### src/rtl/arx_pkg.sv
`timescale 1ns/1ps
package arx_pkg;

   typedef enum logic {
      FMT_DELAYED = 1'b0,
      FMT_LJUST   = 1'b1
   } arx_fmt_e;

   // Limit a requested width to the legal window.
   function automatic int arx_clamp(input int req, input int lo, input int hi);
      if (req < lo) return lo;
      if (req > hi) return hi;
      return req;
   endfunction

endpackage

### src/rtl/arx_frame_track.sv
`timescale 1ns/1ps
module arx_frame_track #(
   parameter int PRIME_CYC = 2
) (
   input  logic clk,
   input  logic rst_n,
   input  logic fmt_lj,
   input  logic frame_clk,
   output logic hf_start,
   output logic hf_left
);
   import arx_pkg::*;

   localparam int PW = $clog2(PRIME_CYC + 1);

   logic          fc_q, fc_qq;
   logic [PW-1:0] prime_cnt;
   logic          primed;
   logic          eff_now, eff_prev;
   arx_fmt_e      fmt;

   assign fmt = arx_fmt_e'(fmt_lj);

   // Frame-clock history follows the pin at all times.
   always_ff @(posedge clk) begin
      fc_q  <= frame_clk;
      fc_qq <= fc_q;
   end

   // History becomes trustworthy only after it has refilled post reset.
   always_ff @(posedge clk) begin
      if (!rst_n)
         prime_cnt <= '0;
      else if (prime_cnt != PW'(PRIME_CYC))
         prime_cnt <= prime_cnt + 1'b1;
   end

   assign primed = (prime_cnt == PW'(PRIME_CYC));

   // The delayed framing looks at the frame clock one bit late, which
   // turns it into left-justified timing against undelayed data.
   always_comb begin
      if (fmt == FMT_LJUST) begin
         eff_now  = frame_clk;
         eff_prev = fc_q;
         hf_left  = frame_clk;
      end else begin
         eff_now  = fc_q;
         eff_prev = fc_qq;
         hf_left  = ~fc_q;
      end
   end

   assign hf_start = primed && (eff_now != eff_prev);

endmodule

### src/rtl/arx_shift.sv
`timescale 1ns/1ps
module arx_shift #(
   parameter int OUT_W = 24,
   parameter int CNT_W = 5
) (
   input  logic             clk,
   input  logic             rst_n,
   input  logic             hf_start,
   input  logic             sdata,
   input  logic [CNT_W-1:0] width_eff,
   output logic [OUT_W-1:0] word
);
   logic [CNT_W-1:0] cnt;
   logic [OUT_W-1:0] sr_nxt;
   logic             room;

   assign room = (cnt < width_eff);

   // Per-bit next-state: a fresh half starts with only its MSB set,
   // later bits land at the position the counter points to.
   for (genvar i = 0; i < OUT_W; i++) begin : g_bit
      localparam int POS = OUT_W - 1 - i;
      if (i == OUT_W - 1) begin : g_msb
         assign sr_nxt[i] = hf_start ? sdata : word[i];
      end else begin : g_rest
         assign sr_nxt[i] = hf_start ? 1'b0 :
                            (room && (cnt == CNT_W'(POS))) ? sdata : word[i];
      end
   end

   always_ff @(posedge clk) begin
      if (!rst_n) begin
         word <= '0;
         cnt  <= '0;
      end else begin
         word <= sr_nxt;
         if (hf_start)
            cnt <= CNT_W'(1);
         else if (room)
            cnt <= cnt + 1'b1;
      end
   end

endmodule

### src/rtl/arx_pair_out.sv
`timescale 1ns/1ps
module arx_pair_out #(
   parameter int OUT_W = 24
) (
   input  logic                    clk,
   input  logic                    rst_n,
   input  logic                    hf_start,
   input  logic                    hf_left,
   input  logic        [OUT_W-1:0] word,
   output logic signed [OUT_W-1:0] left_out,
   output logic signed [OUT_W-1:0] right_out,
   output logic                    pair_valid
);
   logic [OUT_W-1:0] left_hold;
   logic             half_ok;
   logic             half_is_left;
   logic             left_ok;

   always_ff @(posedge clk) begin
      if (!rst_n) begin
         left_hold    <= '0;
         left_out     <= '0;
         right_out    <= '0;
         pair_valid   <= 1'b0;
         half_ok      <= 1'b0;
         half_is_left <= 1'b0;
         left_ok      <= 1'b0;
      end else begin
         pair_valid <= 1'b0;
         if (hf_start) begin
            // Close the half that just ended.
            if (half_ok && half_is_left) begin
               left_hold <= word;
               left_ok   <= 1'b1;
            end else if (half_ok && left_ok) begin
               left_out   <= left_hold;
               right_out  <= word;
               pair_valid <= 1'b1;
               left_ok    <= 1'b0;
            end
            half_ok      <= 1'b1;
            half_is_left <= hf_left;
         end
      end
   end

endmodule

### src/rtl/dual_fmt_audio_rx.sv
`timescale 1ns/1ps
module dual_fmt_audio_rx #(
   parameter int OUT_W  = 24,
   parameter int MIN_W  = 16,
   parameter int WSEL_W = 5
) (
   input  logic                     clk,
   input  logic                     rst_n,
   input  logic                     fmt_lj,
   input  logic [WSEL_W-1:0]        word_bits,
   input  logic                     frame_clk,
   input  logic                     sdata,
   output logic signed [OUT_W-1:0]  left_out,
   output logic signed [OUT_W-1:0]  right_out,
   output logic                     pair_valid
);
   import arx_pkg::*;

   localparam int CNT_W = $clog2(OUT_W + 1);

   if (MIN_W < 1 || MIN_W > OUT_W) begin : g_bad_min
      $error("MIN_W must lie in 1..OUT_W");
   end
   if ((1 << WSEL_W) <= OUT_W) begin : g_bad_sel
      $error("WSEL_W too narrow to request OUT_W");
   end

   logic             hf_start;
   logic             hf_left;
   logic [CNT_W-1:0] width_eff;
   logic [OUT_W-1:0] word;

   always_comb width_eff = CNT_W'(arx_clamp(int'(word_bits), MIN_W, OUT_W));

   arx_frame_track #(.PRIME_CYC(2)) u_trk (
      .clk       (clk),
      .rst_n     (rst_n),
      .fmt_lj    (fmt_lj),
      .frame_clk (frame_clk),
      .hf_start  (hf_start),
      .hf_left   (hf_left)
   );

   arx_shift #(.OUT_W(OUT_W), .CNT_W(CNT_W)) u_sh (
      .clk       (clk),
      .rst_n     (rst_n),
      .hf_start  (hf_start),
      .sdata     (sdata),
      .width_eff (width_eff),
      .word      (word)
   );

   arx_pair_out #(.OUT_W(OUT_W)) u_out (
      .clk        (clk),
      .rst_n      (rst_n),
      .hf_start   (hf_start),
      .hf_left    (hf_left),
      .word       (word),
      .left_out   (left_out),
      .right_out  (right_out),
      .pair_valid (pair_valid)
   );

endmodule

### config.mk
export PLATFORM = sky130hd
export DESIGN_NAME = dual_fmt_audio_rx
export DESIGN_NICKNAME = d
export VERILOG_FILES = /design/src/rtl/arx_pkg.sv /design/src/rtl/arx_frame_track.sv /design/src/rtl/arx_shift.sv /design/src/rtl/arx_pair_out.sv /design/src/rtl/dual_fmt_audio_rx.sv
export SDC_FILE = /design/constraint.sdc
export NUM_CORES = 1
export LEC_CHECK = 0
export BUFFER_PORTS_ARGS = -buffer_cell sky130_fd_sc_hd__buf_4
export CAP_MARGIN = 20
export CORE_UTILIZATION = 35
export DETAILED_ROUTE_END_ITERATION = 6
export PLACE_DENSITY = 0.53
export SLEW_MARGIN = 20
export SYNTH_ARGS = -nofsm -noshare
export SYNTH_HDL_FRONTEND = slang
export SYNTH_SLANG_ARGS = --single-unit
### constraint.sdc
create_clock -name clk -period 2.4 [get_ports clk]
set_input_delay 0.12 -clock clk [delete_from_list [all_inputs] [get_ports clk]]
set_output_delay 0.12 -clock clk [all_outputs]
set_load 0.005 [all_outputs]
==> Word-level counts from Yosys, hierarchy flattened <==
Index checks and enable logic that the tools add are counted.
{ "totals": {"wordCells": 119, "ff_bits": 109} }
{ "classes": {"magnitude_cmp": 3, "n_bitwise": 4, "n_mux": 15, "n_reduce_logical": 33, "n_addsub": 2, "eq_ne": 26} }
{ "op_table": {"columns": ["op", "count"], "rows": [
  ["$eq A5 B4 Y1 const B", 8],
  ["$eq A5 B5 Y1 const B", 8],
  ["$logic_and A1 B1 Y1", 26],
  ["$eq A5 B3 Y1 const B", 4],
  ["$mux W5", 4],
  ["$mux W1", 11],
  ["$eq A5 B2 Y1 const B", 2],
  ["$add A5 B1 Y5 const B", 1],
  ["$eq A5 B1 Y1 const B", 1],
  ["$gt A5 B5 Y1 const B", 1],
  ["$lt A5 B5 Y1", 1],
  ["$lt A5 B5 Y1 const B", 1],
  ["$not A1 Y1", 4],
  ["$reduce_and A2 Y1", 2],
  ["$reduce_bool A2 Y1", 2],
  ["$reduce_and A3 Y1", 1],
  ["$reduce_or A3 Y1", 1],
  ["$add A2 B1 Y2 const B", 1],
  ["$eq A2 B2 Y1 const B", 1],
  ["$ne A2 B2 Y1 const B", 1],
  ["$reduce_or A2 Y1", 1],
  ["$ne A1 B1 Y1", 1]
]} }

==> Depth between registers and ports, before layout <==
{ "logic_depth": {"ltp_word": 8, "mapped_depth": 10, "ltp_nobuf": 7} }

==> By module <==
A second synthesis with hierarchy kept.
{ "hier_totals": {"hier_cells": 490, "area_unflattened_um2": 4667.0} }
{ "by_module_without_submodules": {"columns": ["mod", "area_per_inst_um2", "cells_per_inst", "instances"], "rows": [
  ["arx_pair_out", 2793.9, 271, 1],
  ["arx_shift", 1664.1, 197, 1],
  ["arx_frame_track", 171.4, 17, 1],
  ["dual_fmt_audio_rx", 37.5, 5, 1]
]} }

==> Worst setup path before layout <==
Ideal clock, no wire load.
{ "synth_path": {"path_type": "reg-to-reg", "startpoint": "register u_sh.cnt[2]", "endpoint": "register u_sh.word[7]", "period_less_slack_ps": 1967, "arrival_time_ps": 1835, "stages_incl_launch_ff": 8, "required_time_ps": 2268, "path_slack_ps": 433, "setup_time_ps": 132, "path_cell_list": "dfxtp_1 > ha_1 > a21oi_1 > o221a_2 > clkbuf_1 > clkbuf_1 > nand4_1 > mux2i_1"} }
{ "synth_between": {"elab_chain_cells": 2} }
{ "synth_rtl": {"columns": ["element", "line", "source"], "rows": [
  ["start, declared", "arx_shift.sv:13", "logic [CNT_W-1:0] cnt;"],
  ["start signal, assigned", "arx_shift.sv:40", "cnt <= cnt + 1'b1;"],
  ["$lt A5 B5 Y1 or $eq A5 B5 Y1 (tied branches)", "arx_shift.sv:17, arx_shift.sv:27", null],
  ["$logic_and A1 B1 Y1 (*)", "arx_shift.sv:27", "(room && (cnt == CNT_W'(POS))) ? sdata : word[i];"],
  ["end signal, assigned", "arx_shift.sv:36", "word <= sr_nxt;"],
  ["end, declared", "arx_shift.sv:11", "output logic [OUT_W-1:0] word"]
]} }
Mark *: on every way between the ends. The rest lies on a longest branch, timed or not.
A chain may end at the register's enable or synchronous reset.

==> Final worst setup path <==
{ "layout_path": {"startpoint": "register u_sh.cnt[2]", "endpoint": "register u_sh.word[15]"} }
{ "layout_between": {"elab_chain_cells": 2} }
{ "layout_rtl": {"columns": ["element", "line"], "rows": [
  ["$lt A5 B5 Y1 or $eq A5 B4 Y1 (tied branches)", "arx_shift.sv:17, arx_shift.sv:27"],
  ["$logic_and A1 B1 Y1 (*)", "arx_shift.sv:27"]
]} }
Marks and branches as above.

==> flow_summary_export.csv <==
group,metric,value,unit
status,status,"finished, violations left",
status,violations,"design-rule violations",
final_layout,finish.instance_area,5050,µm²
floorplanning,initial_utilization,36.3,%
cts,cts_made_buffers,9,
global_routing,antenna_found_initial,0,
power,power_density,831,nW/µm²
global_routing,use_met3,3.39,%
global_routing,grt_pass1_wl,14800,µm
cts,root_buffer,"clkbuf_16",
placement,placed_cell_area,4730,µm²
global_routing,met1_usage,20.9,%
yosys,synth-seq-cells,109,
power,leakage,1.99,nW
cts,cts_resized,0,
yosys,synth_cell_types,38,
sta,skew,5.69,ps
floorplanning,core,11500,µm²
power,p_comb_share,16.7,%
cts,post-cts-setup-buffers,0,
placement,portBuffers,58,
power,seqPwrFrac,46.4,%
min_path,min-delay-start,"sdata",
global_routing,grt_util_met2,22.5,%
sta,worst_pin_slew,543,ps
power,switchingPower,1.17,mW
sta,fmax,0.471,GHz
yosys,synth.avg_cell_area,10.8,µm²
yosys,synth_area,4180,µm²
floorplanning,ioPinCount,59,
global_routing,grt-busiest-layer,"met2",
job,cap_violations,0,
cts,cts_tree,"done",
floorplanning,die_area,12400,µm²
placement,dp_hpwl,6000,µm
global_routing,track_usage,15.0,%
sta,slew_headroom,63.8,%
drt,routedWlPerCell,14.9,µm
critical_path,r2r-start,"u_sh.cnt[2]",
yosys,synth-async-reset-ratio,0,%
critical_path,reg2reg_slack,280,ps
power,power,4.20,mW
sta,finalCritPeriodShare,88.5,%
final_layout,num_antenna_cells,0,
critical_path,crit_fanout,11,
power,p_clk_share,36.9,%
critical_path,cp.arrival,2390,ps
critical_path,end_kind,"register",
cts,cts.htree.levels,3,
placement,place.gp.congestion,0.821,
cts,clk_pin_slew,70,ps
final_layout,n_fill_cell,1105,
yosys,yosysWarnings,0,
floorplanning,dieWidth,111,µm
yosys,ys.flop_type,"dfxtp_1",
floorplanning,row_count,39,
sta,fin_crit,2120,ps
power,swShare,27.8,%
yosys,synth_nets,406,
drt,drt-initial-drc-count,160,
final_layout,fin_nets,458,
sta,hold_viol,0,
global_routing,gr-total-overflow,0,
critical_path,critPathKind,"reg2reg",
cts,hold_buffers,1,
floorplanning,die_h,111,µm
sta,setup_tns,0,ps
power,irDropWorstVdd,0.000383,V
sta,rsz0062_at_grt,"no",
critical_path,worstPathRequired,2660,ps
final_layout,drive_above_1_share,19.4,%
yosys,synthCells,386,
drt,post-route-drc-count,12,
global_routing,grt_max_degree,49,
min_path,hold_path_depth,3,
drt,wl,8740,µm
cts,cts_sinks,109,
drt,dr.pass1.iters,7,
final_layout,area_delta_synth_final,20.8,%
drt,antenna_left,0,
cts,worstSkewPairLatency,340,ps
sta,slew_violations,0,
sta,setup_viol,0,
yosys,synth-edff-count,0,
global_routing,grt_pass1_vias,2851,
min_path,min_path_type,"in2reg",
critical_path,reg2reg_to,"u_sh.word[15]",
critical_path,startpoint_type,"register",
drt,viasPerCell,5.10,
drt,routed-via-count,2991,
min_path,hold_end,"u_sh.word[3]",
power,p_int,3.03,mW
cts,clockBufferDepth,2,
critical_path,rr_worst_depth,6,
yosys,seq_area_frac_synth,52.2,%
-- worst max-delay path, stage by stage, from the launching register on --
cell and delay (ps):
dfxtp_1 460, ha_1 290, a21oi_1 230, o221ai_1 300
buf_4 280, nor3_1 270, mux2i_1 210
-- cell usage in the layout (no fill, tap or decap), drive strengths merged, types with 2 or more instances in the layout --
cell type    n
a21boi       3
a21oi        7
a22o        48
and2         2
buf         68
bufinv       2
clkbuf      12
clkinv       2
dfxtp      109
ha          10
inv          6
mux2i       48
nand2       17
nand2b       3
nand3       25
nand4       13
nor2         6
nor2b       28
nor3         6
o21ai        6
or3          5
-- cell type report --
type	instances	area, µm²	area share (%)
sequential	109	2180	43.2
multi-input combinational	242	1830	36.3
timing repair buffer	69	520	10.3
clock buffer	12	236	4.68
tap	143	179	3.54
clock inverter	4	72.6	1.44
inverter	7	26.3	0.520
-- through the flow --
| step | hold WS [ps] | instances | worst slack [ps] | utilization (%) |
|---|---|---|---|---|
| after floorplan | 148 | 386 | 433 | - |
| after global placement | 244 | 569 | 363 | 41.1 |
| after global routing | 85.2 | 586 | 78.9 | 43.9 |
| final | 77.5 | 586 | 277 | 43.9 |
| after CTS | 69.6 | 586 | 291 | 43.9 |
| after detailed placement | 243 | 569 | 305 | 41.1 |
-- cell usage after synthesis, types with 2 or more instances --
cell type | count | area, µm²
nor2b_1 | 28 | 175
mux2i_1 | 46 | 460
buf_4 | 2 | 15.0
nand4_1 | 13 | 81.3
buf_2 | 5 | 25.0
o21ai_0 | 6 | 30.0
a22o_1 | 48 | 420
ha_1 | 10 | 125
or3_1 | 5 | 31.3
nor2_1 | 6 | 22.5
nand3_1 | 25 | 125
nand2_1 | 17 | 63.8
a21boi_0 | 3 | 22.5
mux2i_2 | 2 | 27.5
dfxtp_1 | 109 | 2180
and2_1 | 2 | 12.5
clkbuf_1 | 17 | 63.8
nand2b_1 | 3 | 18.8
nor3_1 | 6 | 30.0
a21oi_1 | 7 | 35.0
buf_6 | 4 | 45.0
inv_1 | 6 | 22.5
-- state kept, by name, summed over array words and instances (netlist names), 2 cells and up --
register and cells:
u_out.left_hold 24, u_sh.word 24, u_sh.cnt 5, u_out.left_out 24
u_out.right_out 24, u_trk.prime_cnt 2
-- power groups by stage --
stage / sequential, mW / clock (mW) / combinational, mW
after floorplan: 1.97 / 0 / 0.534
after global placement: 1.99 / 0 / 0.683
after detailed placement: 1.99 / 0 / 0.696
after CTS: 1.95 / 1.59 / 0.702
after global routing: 1.96 / 1.67 / 0.782
final: 1.95 / 1.55 / 0.703
-- cells by family after synthesis --
family                     after synthesis  share of synthesized area [%]
AOI/OAI and AO/OA                       71                           13.6
DFF                                    109                           52.2
buffers and inverters                   35                           4.19
other                                    1                         0.0897
adders and majority gates               10                           2.99
muxes                                   49                           12.0
and+or+nand+nor                        110                           14.8
xor gates and xnor gates                 1                          0.209
-- layer usage --
layer | share of wire [%] | vias to the layer above
met2 | 45 | 54
met5 | 0 | -
met3 | 3.3 | 9
li1 | - | 1496
met1 | 51 | 1432
met4 | 1.3 | 0
-- worst max path at each step --
stage                     slack, ps          from       endpoint
after detailed placement        310  word_bits[3]  u_sh.word[15]
after global routing             80   u_sh.cnt[2]  u_sh.word[15]
after floorplan                 430   u_sh.cnt[2]   u_sh.word[7]
after global placement          360  word_bits[3]  u_sh.word[12]
after CTS                       290   u_sh.cnt[2]  u_sh.word[15]
final                           280   u_sh.cnt[2]  u_sh.word[15]
Power figures use the tool's default switching activity.
